<file path="src/rtl/clkdiv_pkg.sv">
package clkdiv_pkg;

    localparam int INT_W   = 7;
    localparam int FRAC_W  = 3;
    localparam int CNT_W   = 6;
    localparam int WORD_W  = 16;
    localparam int PHASE_W = FRAC_W;
    localparam int RATIO_W = CNT_W + 1 + FRAC_W + 1;
    localparam int CNT_MAX = (1 << CNT_W) - 1;
    localparam int EIGHTHS = 1 << FRAC_W;

    // bit positions the counter decodes
    localparam int LO_LSB    = 0;
    localparam int HI_LSB    = 6;
    localparam int BYP_BIT   = 6;
    localparam int ODD_BIT   = 7;
    localparam int RISE_BIT  = 10;
    localparam int FEN_BIT   = 11;
    localparam int FRAC_LSB  = 12;
    localparam int FALL_BIT  = 10;
    localparam int PH_LSB    = 11;

    typedef struct packed {
        logic [INT_W-1:0]  div;
        logic [FRAC_W-1:0] frac;
    } div_req_t;

    typedef struct packed {
        logic [CNT_W-1:0]   high;
        logic [CNT_W-1:0]   low;
        logic               odd;
        logic               nocount;
        logic               frac_en;
        logic [FRAC_W-1:0]  frac;
        logic               wf_rise;
        logic               wf_fall;
        logic [PHASE_W-1:0] phase;
        logic               invalid;
    } div_fields_t;

    typedef struct packed {
        logic [WORD_W-1:0] cnt_word;
        logic [WORD_W-1:0] ctl_word;
        logic [WORD_W-1:0] phs_word;
    } div_words_t;

    function automatic div_words_t pack_words(input div_fields_t f);
        div_words_t w;
        w = '0;
        w.cnt_word[HI_LSB +: CNT_W]     = f.high;
        w.cnt_word[LO_LSB +: CNT_W]     = f.low;
        w.ctl_word[FRAC_LSB +: FRAC_W]  = f.frac;
        w.ctl_word[FEN_BIT]             = f.frac_en;
        w.ctl_word[RISE_BIT]            = f.wf_rise;
        w.ctl_word[ODD_BIT]             = f.odd;
        w.ctl_word[BYP_BIT]             = f.nocount;
        w.phs_word[PH_LSB +: PHASE_W]   = f.phase;
        w.phs_word[FALL_BIT]            = f.wf_fall;
        return w;
    endfunction

endpackage

</file>
<file path="src/rtl/cdf_req_stage.sv">
module cdf_req_stage
    import clkdiv_pkg::*;
(
    input  logic              clk,
    input  logic              rst,
    input  logic              start,
    input  logic [INT_W-1:0]  div_in,
    input  logic [FRAC_W-1:0] frac_in,
    output logic              req_vld,
    output div_req_t          req
);

    always_ff @(posedge clk) begin
        if (rst) begin
            req_vld <= 1'b0;
            req     <= '0;
        end else begin
            req_vld <= start;
            if (start) begin
                req.div  <= div_in;
                req.frac <= frac_in;
            end
        end
    end

endmodule

</file>
<file path="src/rtl/cdf_field_calc.sv">
module cdf_field_calc
    import clkdiv_pkg::*;
(
    input  div_req_t    req,
    output div_fields_t fld
);

    logic [CNT_W-1:0] half;
    logic             odd;
    logic [INT_W-1:0] lo_whole;
    logic             frac_any;
    logic             frac_one;
    logic             even_dec;

    always_comb begin
        half     = req.div[INT_W-1:1];
        odd      = req.div[0];
        lo_whole = req.div - INT_W'(half);
        frac_any = |req.frac;
        frac_one = (req.frac == FRAC_W'(1));
        even_dec = ~odd;
    end

    always_comb begin
        fld = '0;
        if (req.div == '0) begin
            fld.invalid = 1'b1;
        end else if (req.div == INT_W'(1)) begin
            fld.nocount = 1'b1;
        end else if (!frac_any) begin
            if (lo_whole > INT_W'(CNT_MAX)) begin
                fld.invalid = 1'b1;
            end else begin
                fld.high = half;
                fld.low  = lo_whole[CNT_W-1:0];
                fld.odd  = odd;
            end
        end else begin
            fld.frac_en = 1'b1;
            fld.frac    = req.frac;
            fld.odd     = odd;
            fld.high    = half - CNT_W'(even_dec);
            fld.wf_rise = even_dec;
            fld.low     = half - CNT_W'(even_dec | frac_one);
            fld.wf_fall = (even_dec ^ frac_one) |
                          ((req.div == INT_W'(2)) & frac_one);
            fld.phase   = {odd, req.frac[FRAC_W-1:1]};
        end
    end

endmodule

</file>
<file path="src/rtl/cdf_word_pack.sv">
module cdf_word_pack
    import clkdiv_pkg::*;
(
    input  logic        clk,
    input  logic        rst,
    input  logic        fld_vld,
    input  div_fields_t fld,
    output logic        done,
    output logic        err,
    output div_words_t  words
);

    always_ff @(posedge clk) begin
        if (rst) begin
            done  <= 1'b0;
            err   <= 1'b0;
            words <= '0;
        end else begin
            done <= fld_vld;
            if (fld_vld) begin
                words <= pack_words(fld);
                err   <= fld.invalid;
            end
        end
    end

endmodule

</file>
<file path="src/rtl/cdf_ratio_decode.sv">
module cdf_ratio_decode
    import clkdiv_pkg::*;
(
    input  logic [CNT_W-1:0]   high,
    input  logic [CNT_W-1:0]   low,
    input  logic [FRAC_W-1:0]  frac,
    input  logic               frac_en,
    input  logic               odd,
    input  logic               bypass,
    output logic [RATIO_W-1:0] ratio
);

    logic [RATIO_W-1:0] base;
    logic [RATIO_W-1:0] bump;

    always_comb begin
        base = (RATIO_W'(high) + RATIO_W'(low)) << FRAC_W;
        bump = (odd && frac != FRAC_W'(1)) ? RATIO_W'(EIGHTHS)
                                           : RATIO_W'(2 * EIGHTHS);
        if (bypass) begin
            ratio = RATIO_W'(EIGHTHS);
        end else if (frac_en) begin
            ratio = base + bump + RATIO_W'(frac);
        end else begin
            ratio = base;
        end
    end

endmodule

</file>
<file path="src/rtl/clkdiv_field_enc.sv">
module clkdiv_field_enc
    import clkdiv_pkg::*;
(
    input  logic               clk,
    input  logic               rst,
    input  logic               start,
    input  logic [INT_W-1:0]   div_int,
    input  logic [FRAC_W-1:0]  div_frac,
    output logic               done,
    output logic               err,
    output logic [WORD_W-1:0]  cnt_word,
    output logic [WORD_W-1:0]  ctl_word,
    output logic [WORD_W-1:0]  phs_word,
    output logic [RATIO_W-1:0] ratio_eighths
);

    logic        req_vld;
    div_req_t    req;
    div_fields_t fld;
    div_words_t  words;

    cdf_req_stage u_req (
        .clk     (clk),
        .rst     (rst),
        .start   (start),
        .div_in  (div_int),
        .frac_in (div_frac),
        .req_vld (req_vld),
        .req     (req)
    );

    cdf_field_calc u_calc (
        .req (req),
        .fld (fld)
    );

    cdf_word_pack u_pack (
        .clk     (clk),
        .rst     (rst),
        .fld_vld (req_vld),
        .fld     (fld),
        .done    (done),
        .err     (err),
        .words   (words)
    );

    cdf_ratio_decode u_dec (
        .high    (words.cnt_word[HI_LSB +: CNT_W]),
        .low     (words.cnt_word[LO_LSB +: CNT_W]),
        .frac    (words.ctl_word[FRAC_LSB +: FRAC_W]),
        .frac_en (words.ctl_word[FEN_BIT]),
        .odd     (words.ctl_word[ODD_BIT]),
        .bypass  (words.ctl_word[BYP_BIT]),
        .ratio   (ratio_eighths)
    );

    assign cnt_word = words.cnt_word;
    assign ctl_word = words.ctl_word;
    assign phs_word = words.phs_word;

endmodule

</file>
<file path="config.mk">
export PLATFORM = sky130hd
export DESIGN_NAME = clkdiv_field_enc
export DESIGN_NICKNAME = d
export VERILOG_FILES = /design/src/rtl/clkdiv_pkg.sv /design/src/rtl/cdf_req_stage.sv /design/src/rtl/cdf_field_calc.sv /design/src/rtl/cdf_word_pack.sv /design/src/rtl/cdf_ratio_decode.sv /design/src/rtl/clkdiv_field_enc.sv
export SDC_FILE = /design/constraint.sdc
export NUM_CORES = 1
export LEC_CHECK = 0
export ABC_AREA = 1
export ABC_CLOCK_PERIOD_IN_PS = 4900
export CAP_MARGIN = 30
export CORE_ASPECT_RATIO = 0.7
export CORE_MARGIN = 1.5
export CORE_UTILIZATION = 25
export CTS_BUF_LIST = sky130_fd_sc_hd__clkbuf_2
export DETAILED_ROUTE_END_ITERATION = 8
export MAX_ROUTING_LAYER = met4
export PLACE_DENSITY = 0.57
export SLEW_MARGIN = 20
export SYNTH_ARGS = -nofsm -noshare
export SYNTH_HDL_FRONTEND = slang
export SYNTH_SLANG_ARGS = --single-unit
export TNS_END_PERCENT = 20
</file>
<file path="constraint.sdc">
create_clock -name clk -period 4.9 [get_ports clk]
set_input_delay 0.49 -clock clk [delete_from_list [all_inputs] [get_ports clk]]
set_output_delay 0.49 -clock clk [all_outputs]
set_load 0.005 [all_outputs]
</file>
**After elaboration in Yosys (flattened, before gate mapping)**

Cells that the tools add are included.

- Bits of input ports: 13
- Register bits: 36

- Bitwise gates (word level): 5
- Muxes and demuxes: 13
- Order comparisons: 1
- Eq/ne operators: 4
- $add $sub $neg: 6
- Reduce and logical (&&, ||, !) cells: 3

Operator list:

| cell | number |
|---|---|
| $mux W13 | 3 |
| $mux W23 | 1 |
| $mux W11 | 2 |
| $add A11 B11 Y11 | 1 |
| $add A11 B3 Y11 | 1 |
| $mux W10 | 1 |
| $mux W9 | 1 |
| $add A6 B6 Y7 | 1 |
| $eq A7 B1 Y1 const B | 1 |
| $eq A7 B2 Y1 const B | 1 |
| $gt A7 B6 Y1 const B | 1 |
| $logic_not A7 Y1 | 1 |
| $sub A7 B6 Y7 | 1 |
| $sub A6 B1 Y6 | 1 |
| $sub A6 B6 Y6 | 1 |
| $mux W5 | 1 |
| $mux W1 | 4 |
| $eq A3 B1 Y1 const B | 1 |
| $ne A3 B1 Y1 const B | 1 |
| $reduce_or A3 Y1 | 1 |
| $or A1 B1 Y1 | 2 |
| $and A1 B1 Y1 | 1 |
| $logic_and A1 B1 Y1 | 1 |
| $not A1 Y1 | 1 |
| $xor A1 B1 Y1 | 1 |

**Logic depth before layout (Yosys ltp)**

Gate-level depths: netlist of the first run.

- Depth after elaboration: 7
- Gate-level depth with buffers: 13
- Depth with buffers taken out: 13

**Cells and area by module**

Synthesis of the first run repeated with hierarchy kept, for this count alone.

- Cell total of the unflattened synthesis: 479
- Area total of the unflattened synthesis: 3080.5 um^2

Modules (own cells, without submodules):

| module | instances | area each (um^2) | cells each | seq. area each (um^2) |
|---|---|---|---|---|
| cdf_word_pack | 1 | 1193.6 | 181 | 500.5 |
| cdf_field_calc | 1 | 863.3 | 142 | 0.0 |
| cdf_ratio_decode | 1 | 566.8 | 90 | 0.0 |
| cdf_req_stage | 1 | 456.7 | 66 | 220.2 |

**Least setup slack after synthesis of the first run**

No wires, ideal clock.

- Kind: reg2out
- Start: reg u_pack.words[32] (netlist name)
- End: out ratio_eighths[10]
- Cell stages (with the launch flop): 12
- Arrival: 2057 ps
- Data required time: 4410 ps
- Path slack: 2353 ps
- Path buffers: 0
- Path through: dfxtp_1 ha_1 inv_1 fa_1 inv_1 ha_1 a21oi_1 nor3_1 nand2_1 nor2_1 nand2_1 nor2_1

- Cells in the longest elaborated chain, start to end: 5

RTL lines:

| element | RTL line | source |
|---|---|---|
| $add A6 B6 Y7 | cdf_ratio_decode.sv:17 | `base = (RATIO_W'(high) + RATIO_W'(low)) << FRAC_W;` |
| $add A11 B11 Y11 | cdf_ratio_decode.sv:23 | `ratio = base + bump + RATIO_W'(frac);` |
| $add A11 B3 Y11 | cdf_ratio_decode.sv:23 |  |
| $mux W11 | cdf_ratio_decode.sv:22 | `end else if (frac_en) begin` |
| $mux W11 | cdf_ratio_decode.sv:20 | `if (bypass) begin` |
| end, declared | clkdiv_field_enc.sv:14 | `output logic [RATIO_W-1:0] ratio_eighths` |

Every way passes these cells.

**Worst setup path after layout of the first run**

- Start: reg u_pack.words[32] (netlist name)
- End: out ratio_eighths[10]

- Cells in the longest elaborated chain, start to end: 5

RTL lines:

| element | RTL line |
|---|---|
| $add A6 B6 Y7 | cdf_ratio_decode.sv:17 |
| $add A11 B11 Y11 | cdf_ratio_decode.sv:23 |
| $add A11 B3 Y11 | cdf_ratio_decode.sv:23 |
| $mux W11 | cdf_ratio_decode.sv:22 |
| $mux W11 | cdf_ratio_decode.sv:20 |

Every way passes these cells.

==> summary.md, run 1 <==
| Metric | Value |
|---|---|
| HPWL Detailed | `5160 um` |
| Period utilization | `about three quarters` |
| Mapped Cells | `approximately 360` |
| Via density | `4.37` |
| Cell Area, Synth | `roughly 0.0026 mm2` |
| Vias in the first global route | `~2200` |
| Worst hold path depth | `2` |
| Leakage | `approximately 1.3 nW` |
| Largest net degree at the start of global routing | `25` |
| GPL Wtd Cong | `0.894` |
| Synth top area share | `26.3%` |
| Hold Path Sink | `u_pack.words[28]` |
| Total track usage | `between 10% and 20%` |
| Setup TNS Final | `0 ns` |
| Critical-path cell list | `ha_1 -> inv_1 -> fa_1 -> inv_1 -> ha_1 -> a21oi_1 -> nor3_1 -> nand2_1 -> nor2_1 -> nand2_1 -> nor2_1 -> clkdlybuf4s50_1` |
| Seq cells post-synth | `34` |
| Number of I/O port buffers | `48` |
| Slew HR | `54.2%` |
| First-pass GRT wire length | `around 11000 um` |
| Final setup vio count | `0` |
| Starting DRT DRC Count | `around 80` |
| Die Height | `~88 um` |
| Number of fill cells | `1096` |
| CP Capture Type | `primary output` |
| Critical R2R Capture | `u_pack.words[34]` |
| # IOs | `74` |
| Startpoint Class | `register` |
| Hold crit path type | `reg2reg` |
| Vias | `around 2300` |
| Die area | `about 0.011 mm2` |
| CTS tree | `yes` |
| Pwr Total | `just under 0.8 mW` |
| Area Growth Syn to Fin | `21.7%` |
| RSZ-0062 raised after global routing | `no` |
| Max IR drop VDD | `around 0.00015 V` |
| Root Buffer | `clkbuf_2` |
| Area contributors post-synth | `dfxtp_1, ha_1, nand2_1, buf_4, a21oi_1` |
| Gr ovfl total | `0` |
| Top Family by Delay on Critical Path | `adder cells` |
| Initial DRT Pass Iterations | `4` |
| Final Hold Viols | `0` |
| Worst-Margin Slew | `between 0.6 and 0.7 ns` |
| Setup crit start | `u_pack.words[32]` |
| Post-CTS sizing | `0` |
| Outcome | `finished, final reports clean` |
| Largest stage delay on the critical path | `around 0.5 ns` |
| Worst EP required | `about 4.4 ns` |
| Maxcap violations | `0` |
| Starting density of the core | `between 20% and 30%` |
| Final clock skew | `roughly 0.016 ns` |
| Final WL | `approximately 6300 um` |
| Final ANT Viol Nets | `0` |
| Rows | `30` |
| Pwr dens | `~250 mW/mm2` |
| Reg2reg start | `u_req.req[3]` |
| Hold path start | `u_req.req[0]` |
| Worst Path Arrival | `3.20 ns` |
| Initial antenna violation count | `0` |
| Post-CTS Setup Inserts | `0` |
| CP max-delay cell | `clkdlybuf4s50_1` |
| Worst skew pair latency | `0.41 ns` |
| Routed wire length per instance | `approximately 12 um` |
| Sequential element share of the synthesized area | `between 20% and 30%` |
| Worst-path clk slew | `~0.21 ns` |
| Fin. max-slew vios | `0` |
| Reg2reg path depth | `10` |
| Final Critical Period | `3.69 ns` |
| Share of layout cells above drive strength 1 | `about 8.7%` |
| YS warnings | `0` |
| Post-synthesis cell type count | `37` |
| Top cell type by total area after synthesis | `dfxtp_1` |
| Achievable Freq | `271 MHz` |
| CTS buffer count | `5` |
| Syn_area_per_cell | `a little over 7 um2` |
| Antenna Cells | `0` |
| Die Width | `125 um` |
| CTS sink cnt | `34` |
| Pre-CTS WS | `1.68 ns` |
| WS Path Type | `reg2out` |
| Final WS setup | `~1.2 ns` |
| Reg2Reg Setup Slack | `2.74 ns` |
| CP Max Fanout | `3` |
| Htree depth | `2` |
| CP bufs+invs | `3` |
| Maximum root-to-sink buffer count | `2` |
| CTS Hold Buffers Added | `0` |
| Core ar. | `0.00987 mm2` |
| DR DRC count | `0` |
| Fin nets | `approximately 440` |
worst max-delay path by stage:
stage | depth (start not counted) | slack [ns] | to
after floorplan | 11 | 2.35 | ratio_eighths[10]
after global placement | 12 | 1.76 | ratio_eighths[10]
after detailed placement | 12 | 1.68 | ratio_eighths[10]
after CTS | 12 | 1.19 | ratio_eighths[10]
after global routing | 12 | 0.92 | ratio_eighths[10]
final | 12 | 1.21 | ratio_eighths[10]
layout by cell type (no fill, tap or decap), types with 2 or more instances in the layout:
cell type,netlist,final
conb_1,1,25
nor2_2,2,2
nand3b_1,2,2
o21ai_2,4,4
nor2_1,23,23
fa_1,3,3
o21ai_1,3,3
bufinv_16,0,2
clkdlybuf4s50_1,0,48
nand2_1,76,76
ha_1,24,24
a21oi_2,4,4
dfxtp_1,34,34
inv_1,34,34
nor3_1,3,3
nand3_1,16,16
a21oi_1,40,40
nand3_2,2,2
nand2_2,4,4
clkbuf_2,0,5
nand4_1,7,7
xor2_1,5,5
xnor2_1,3,3
inv_2,4,4
o21ai_0,16,16
cell usage after synthesis, drive strengths merged:
library cell  number
ha                24
fa                 3
a31oi              1
o21ai             23
xnor2              3
o31ai              1
buf               32
o21a               1
xor2               5
nand3             18
nor3               4
dfxtp             34
o211ai             1
nand4              8
conb               1
or2                1
clkbuf             7
nand2             82
nor2              26
nand3b             2
inv               39
a21oi             44
o21bai             1
stage by stage:
| step | hold slack (ns) | utilization [%] | instances | instance area [um2] |
|---|---|---|---|---|
| after floorplan | 0.452 | - | 385 | 2680 |
| after global placement | 0.461 | 31.0 | 523 | 3060 |
| after detailed placement | 0.461 | 31.0 | 523 | 3060 |
| after CTS | 0.494 | 32.0 | 531 | 3150 |
| after global routing | 0.506 | 32.0 | 531 | 3150 |
| final | 0.485 | 32.0 | 531 | 3150 |
per-layer routing:
metal / share of wire [%] / vias up / wire (um) / global-route usage, %
met3: 4.7 / 4 / 299 / 3.12
met5: 0 / - / 0 / -
met4: 0.58 / 0 / 37 / 2.40
met1: 52 / 1051 / 3290 / 16.5
met2: 43 / 55 / 2720 / 18.9
li1: - / 1211 / - / -
cell type report:
cell class / count / area, um2 / area share, %
multi-input combinational: 273 / 1580 / 50.1
sequential: 34 / 681 / 21.6
timing repair buffer: 49 / 488 / 15.5
tap: 128 / 160 / 5.08
inverter: 39 / 151 / 4.80
clock inverter: 3 / 68.8 / 2.18
clock buffer: 5 / 25.0 / 0.793
worst reg2reg max path: cells and delay by family (launching register included):
family	cells	cell delay [ns]
buf+inv	2	0.25
simple gates	4	0.54
flops	1	0.40
compound gates	2	0.25
fa+ha+maj	2	0.62
where the power goes:
part / total [mW] / switching [mW] / internal, mW
clock network: 0.247 / 0.109 / 0.138
registers: 0.310 / 0.0167 / 0.293
logic: 0.233 / 0.134 / 0.0992
cell families (layout without fill, tap and decap cells):
group / Yosys count / count (layout) / share of synthesized area (%)
AOI/OAI and AO/OA: 72 / 72 / 15.5
other: 1 / 25 / 0.145
adders and majority gates: 27 / 27 / 13.9
xor gates and xnor gates: 8 / 8 / 2.70
buffers and inverters: 78 / 96 / 16.3
and+or+nand+nor: 141 / 141 / 25.2
DFF: 34 / 34 / 26.3
flip-flops by register name (all words and copies together) (netlist names):
name and count:
u_pack.words 21, u_req.req 10, u_pack.done 1, u_pack.err 1
u_req.req_vld 1
(Power assumes the default switching activity.)
==> inputs of run 2 (changes only) <==
Settings changed: ABC_CLOCK_PERIOD_IN_PS 4900 to 3300, PLACE_DENSITY 0.57 to 0.59.
Clock period 4.9 ns to 3.3 ns, I/O delays scaled along.
==> run 2 against run 1 <==
Effect of this change:
- hold slack got worse by 0.0017 ns
- sequential share of layout area grew 0.16 points
- core utilization is 0.11 points lower
- non-clock buffer count up 3
- critical endpoint is now ratio_eighths[8]
==> summary.md, run 2 (synthesis gave the netlist of run 1 again) <==
| Metric | Value |
|---|---|
| Outcome | `finished, final reports clean` |
| CP bufs+invs | `3` |
| Final ANT Viol Nets | `0` |
| Worst-path clk slew | `around 0.2 ns` |
| Largest net degree at the start of global routing | `23` |
| Die Width | `roughly 120 um` |
| DR top layer | `met4` |
| DP Cell Count | `between 500 and 600` |
| Vias in the first global route | `2236` |
| HPWL Detailed | `approximately 5200 um` |
| CTS buffer count | `5` |
| Worst-Margin Slew | `approximately 0.68 ns` |
| Startpoint Class | `register` |
| Slew HR | `54.7%` |
| Max IR drop VDD | `approximately 0.00013 V` |
| Multi-input gate area | `between 0.0015 and 0.002 mm2` |
| Commonest non-fill, non-tap cells in the layout | `nand2_1, clkdlybuf4s50_1, a21oi_1` |
| Setup TNS Final | `0 ns` |
| Rows | `30` |
| Number of fill cells | `between 1000 and 1500` |
| Fin. max-slew vios | `0` |
| Max reg flops | `21` |
| Final Critical Period | `3.14 ns` |
| GPL Wtd Cong | `0.878` |
| Sw frac | `between 30% and 40%` |
| Maximum root-to-sink buffer count | `2` |
| Commonest non-fill, non-tap cell in the layout | `nand2_1` |
| Maxcap violations | `0` |
| Initial antenna violation count | `1` |
| Area Growth Syn to Fin | `21.2%` |
| Share of layout cells above drive strength 1 | `between 10% and 20%` |
| Critical-path cell list | `ha_2 -> inv_1 -> fa_1 -> inv_1 -> ha_1 -> a21oi_1 -> nor3_2 -> nand2_1 -> nor2_1 -> nand2_1 -> nand2_1 -> nor2_1 -> dlygate4sd2_1` |
| Achievable Freq | `between 300 and 400 MHz` |
| Clock share of power | `20.3%` |
| Non-Filler Instances | `535` |
| Final clock skew | `0.0207 ns` |
| Register share of total power | `a little under half` |
| CP Capture Type | `primary output` |
| Pwr dens | `between 300 and 400 mW/mm2` |
| Hold crit path type | `reg2reg` |
| Initial DRT Pass Iterations | `4` |
| CTS tree | `yes` |
| Pwr Total | `a little over 1 mW` |
| Fin nets | `445` |
| Number of I/O port buffers | `48` |
| Comb power frac | `roughly a third` |
| Register area | `683 um2` |
| WS Path Type | `reg2out` |
| Die area | `around 0.011 mm2` |
| Final setup vio count | `0` |
| Htree depth | `2` |
| Period utilization | `a little over nine tenths` |
| Top cell by count, worst path | `nand2_1` |
| Starting DRT DRC Count | `130` |
| Routed wire length per instance | `roughly 12 um` |
| Psw | `just under 0.4 mW` |
| Final WL | `about 6500 um` |
| Biggest register | `u_pack.words` |
| RSZ-0062 raised after global routing | `yes` |
| Finished Core Util | `a little under a third` |
| Via density | `approximately 4.4` |
| Worst EP required | `2.97 ns` |
| CP Max Fanout | `3` |
| Pre-CTS WS | `about 0.25 ns` |
| Gr ovfl total | `0` |
| DR DRC count | `0` |
| Largest stage delay on the critical path | `0.50 ns` |
| Final WS setup | `around 0.16 ns` |
| Starting density of the core | `a little over a quarter` |
| Met2 WL | `around 2800 um` |
| Final Hold Viols | `0` |
| Met3 wire len | `324 um` |
| Worst Path Arrival | `2.81 ns` |
| # IOs | `74` |
| Internal | `about 0.63 mW` |
| Worst skew pair latency | `approximately 0.40 ns` |
| Top Family by Delay on Critical Path | `adder cells` |
| Top Registers | `u_pack.words x21, u_req.req x10` |
| Core ar. | `0.00987 mm2` |
| First-pass GRT wire length | `10500 um` |
| Die Height | `between 80 and 90 um` |
| CP max-delay cell | `fa_1` |
| Vias | `between 2000 and 2500` |
| Leakage | `roughly 1.4 nW` |
| WL met1 | `3320 um` |
| CTS sink cnt | `34` |
| Total track usage | `about an eighth` |
| Root Buffer | `clkbuf_2` |
## run 2: cell count changes in the layout (fill, tap and decap cells not counted), moves of 2 or more
cell / delta
dfxtp_1: -2
buf_4: +3
bufinv_16: -2
dlygate4sd2_1: +3
dlymetal6s2s_1: +4
clkdlybuf4s50_1: -7
dfxtp_2: +2
## run 2: power groups by stage
stage / combinational (mW) / sequential [mW] / clock, mW
finish: 0.349 / 0.461 / 0.206
global route: 0.394 / 0.465 / 0.227
CTS: 0.352 / 0.461 / 0.208
detailed placement: 0.348 / 0.469 / 0
global placement: 0.340 / 0.469 / 0
floorplan: 0.256 / 0.464 / 0
## run 2: final timing paths
check / end / from / cells after the start / slack, ns
max: ratio_eighths[8] / u_pack.words[32] / 13 / 0.16
min: u_pack.words[26] / u_pack.words[26] / 2 / 0.48
max reg2reg: u_pack.words[34] / u_req.req[3] / 10 / 1.10
min reg2reg: u_pack.words[26] / u_pack.words[26] / 2 / 0.48
## run 2: stage by stage
stage,area [um2],hold slack [ns]
3_5_place_dp,3070,0.467
6_report,3140,0.483
2_1_floorplan,2680,0.392
5_1_grt,3140,0.463
3_3_place_gp,3070,0.461
4_1_cts,3130,0.486
## run 2: routing by layer
metal | vias up | track usage [%]
li1 | 1216 | -
met1 | 1081 | 16.1
met2 | 61 | 19.1
met3 | 6 | 2.87
met4 | 0 | 1.25
met5 | - | -
## run 2: worst register-to-register path, cell delays in order (launching register included)
cell and delay [ns]:
dfxtp_1 0.39, inv_1 0.16, ha_1 0.17, inv_1 0.07, fa_1 0.46, nand3_1 0.17, nand3_1 0.11, nand2_2 0.10
nand3_2 0.21, o211ai_1 0.17, a21oi_1 0.08
## run 2: cell type report
class	count	area share (%)
Timing Repair Buffer	52	16.4
Tap cell	128	5.10
Inverter	39	4.82
Clock buffer	5	0.796
Multi-Input combinational cell	273	50.5
Sequential cell	34	21.7
Antenna cell	1	0.0796
Clock inverter	3	0.518
## run 2: timing repair
item	in CTS	in global routing
buffers inserted	2	0
pin swaps	1	1
hold buffers	0	0
resized for setup	7	4
endpoints found under the setup margin	6	5
==> inputs of run 3 (changes only) <==
Settings changed: ABC_CLOCK_PERIOD_IN_PS 3300 to default, CAP_MARGIN 30 to 20.
==> results of run 3 <==
Same layout as run 2: the final DEF is identical, and so are final timing and power.
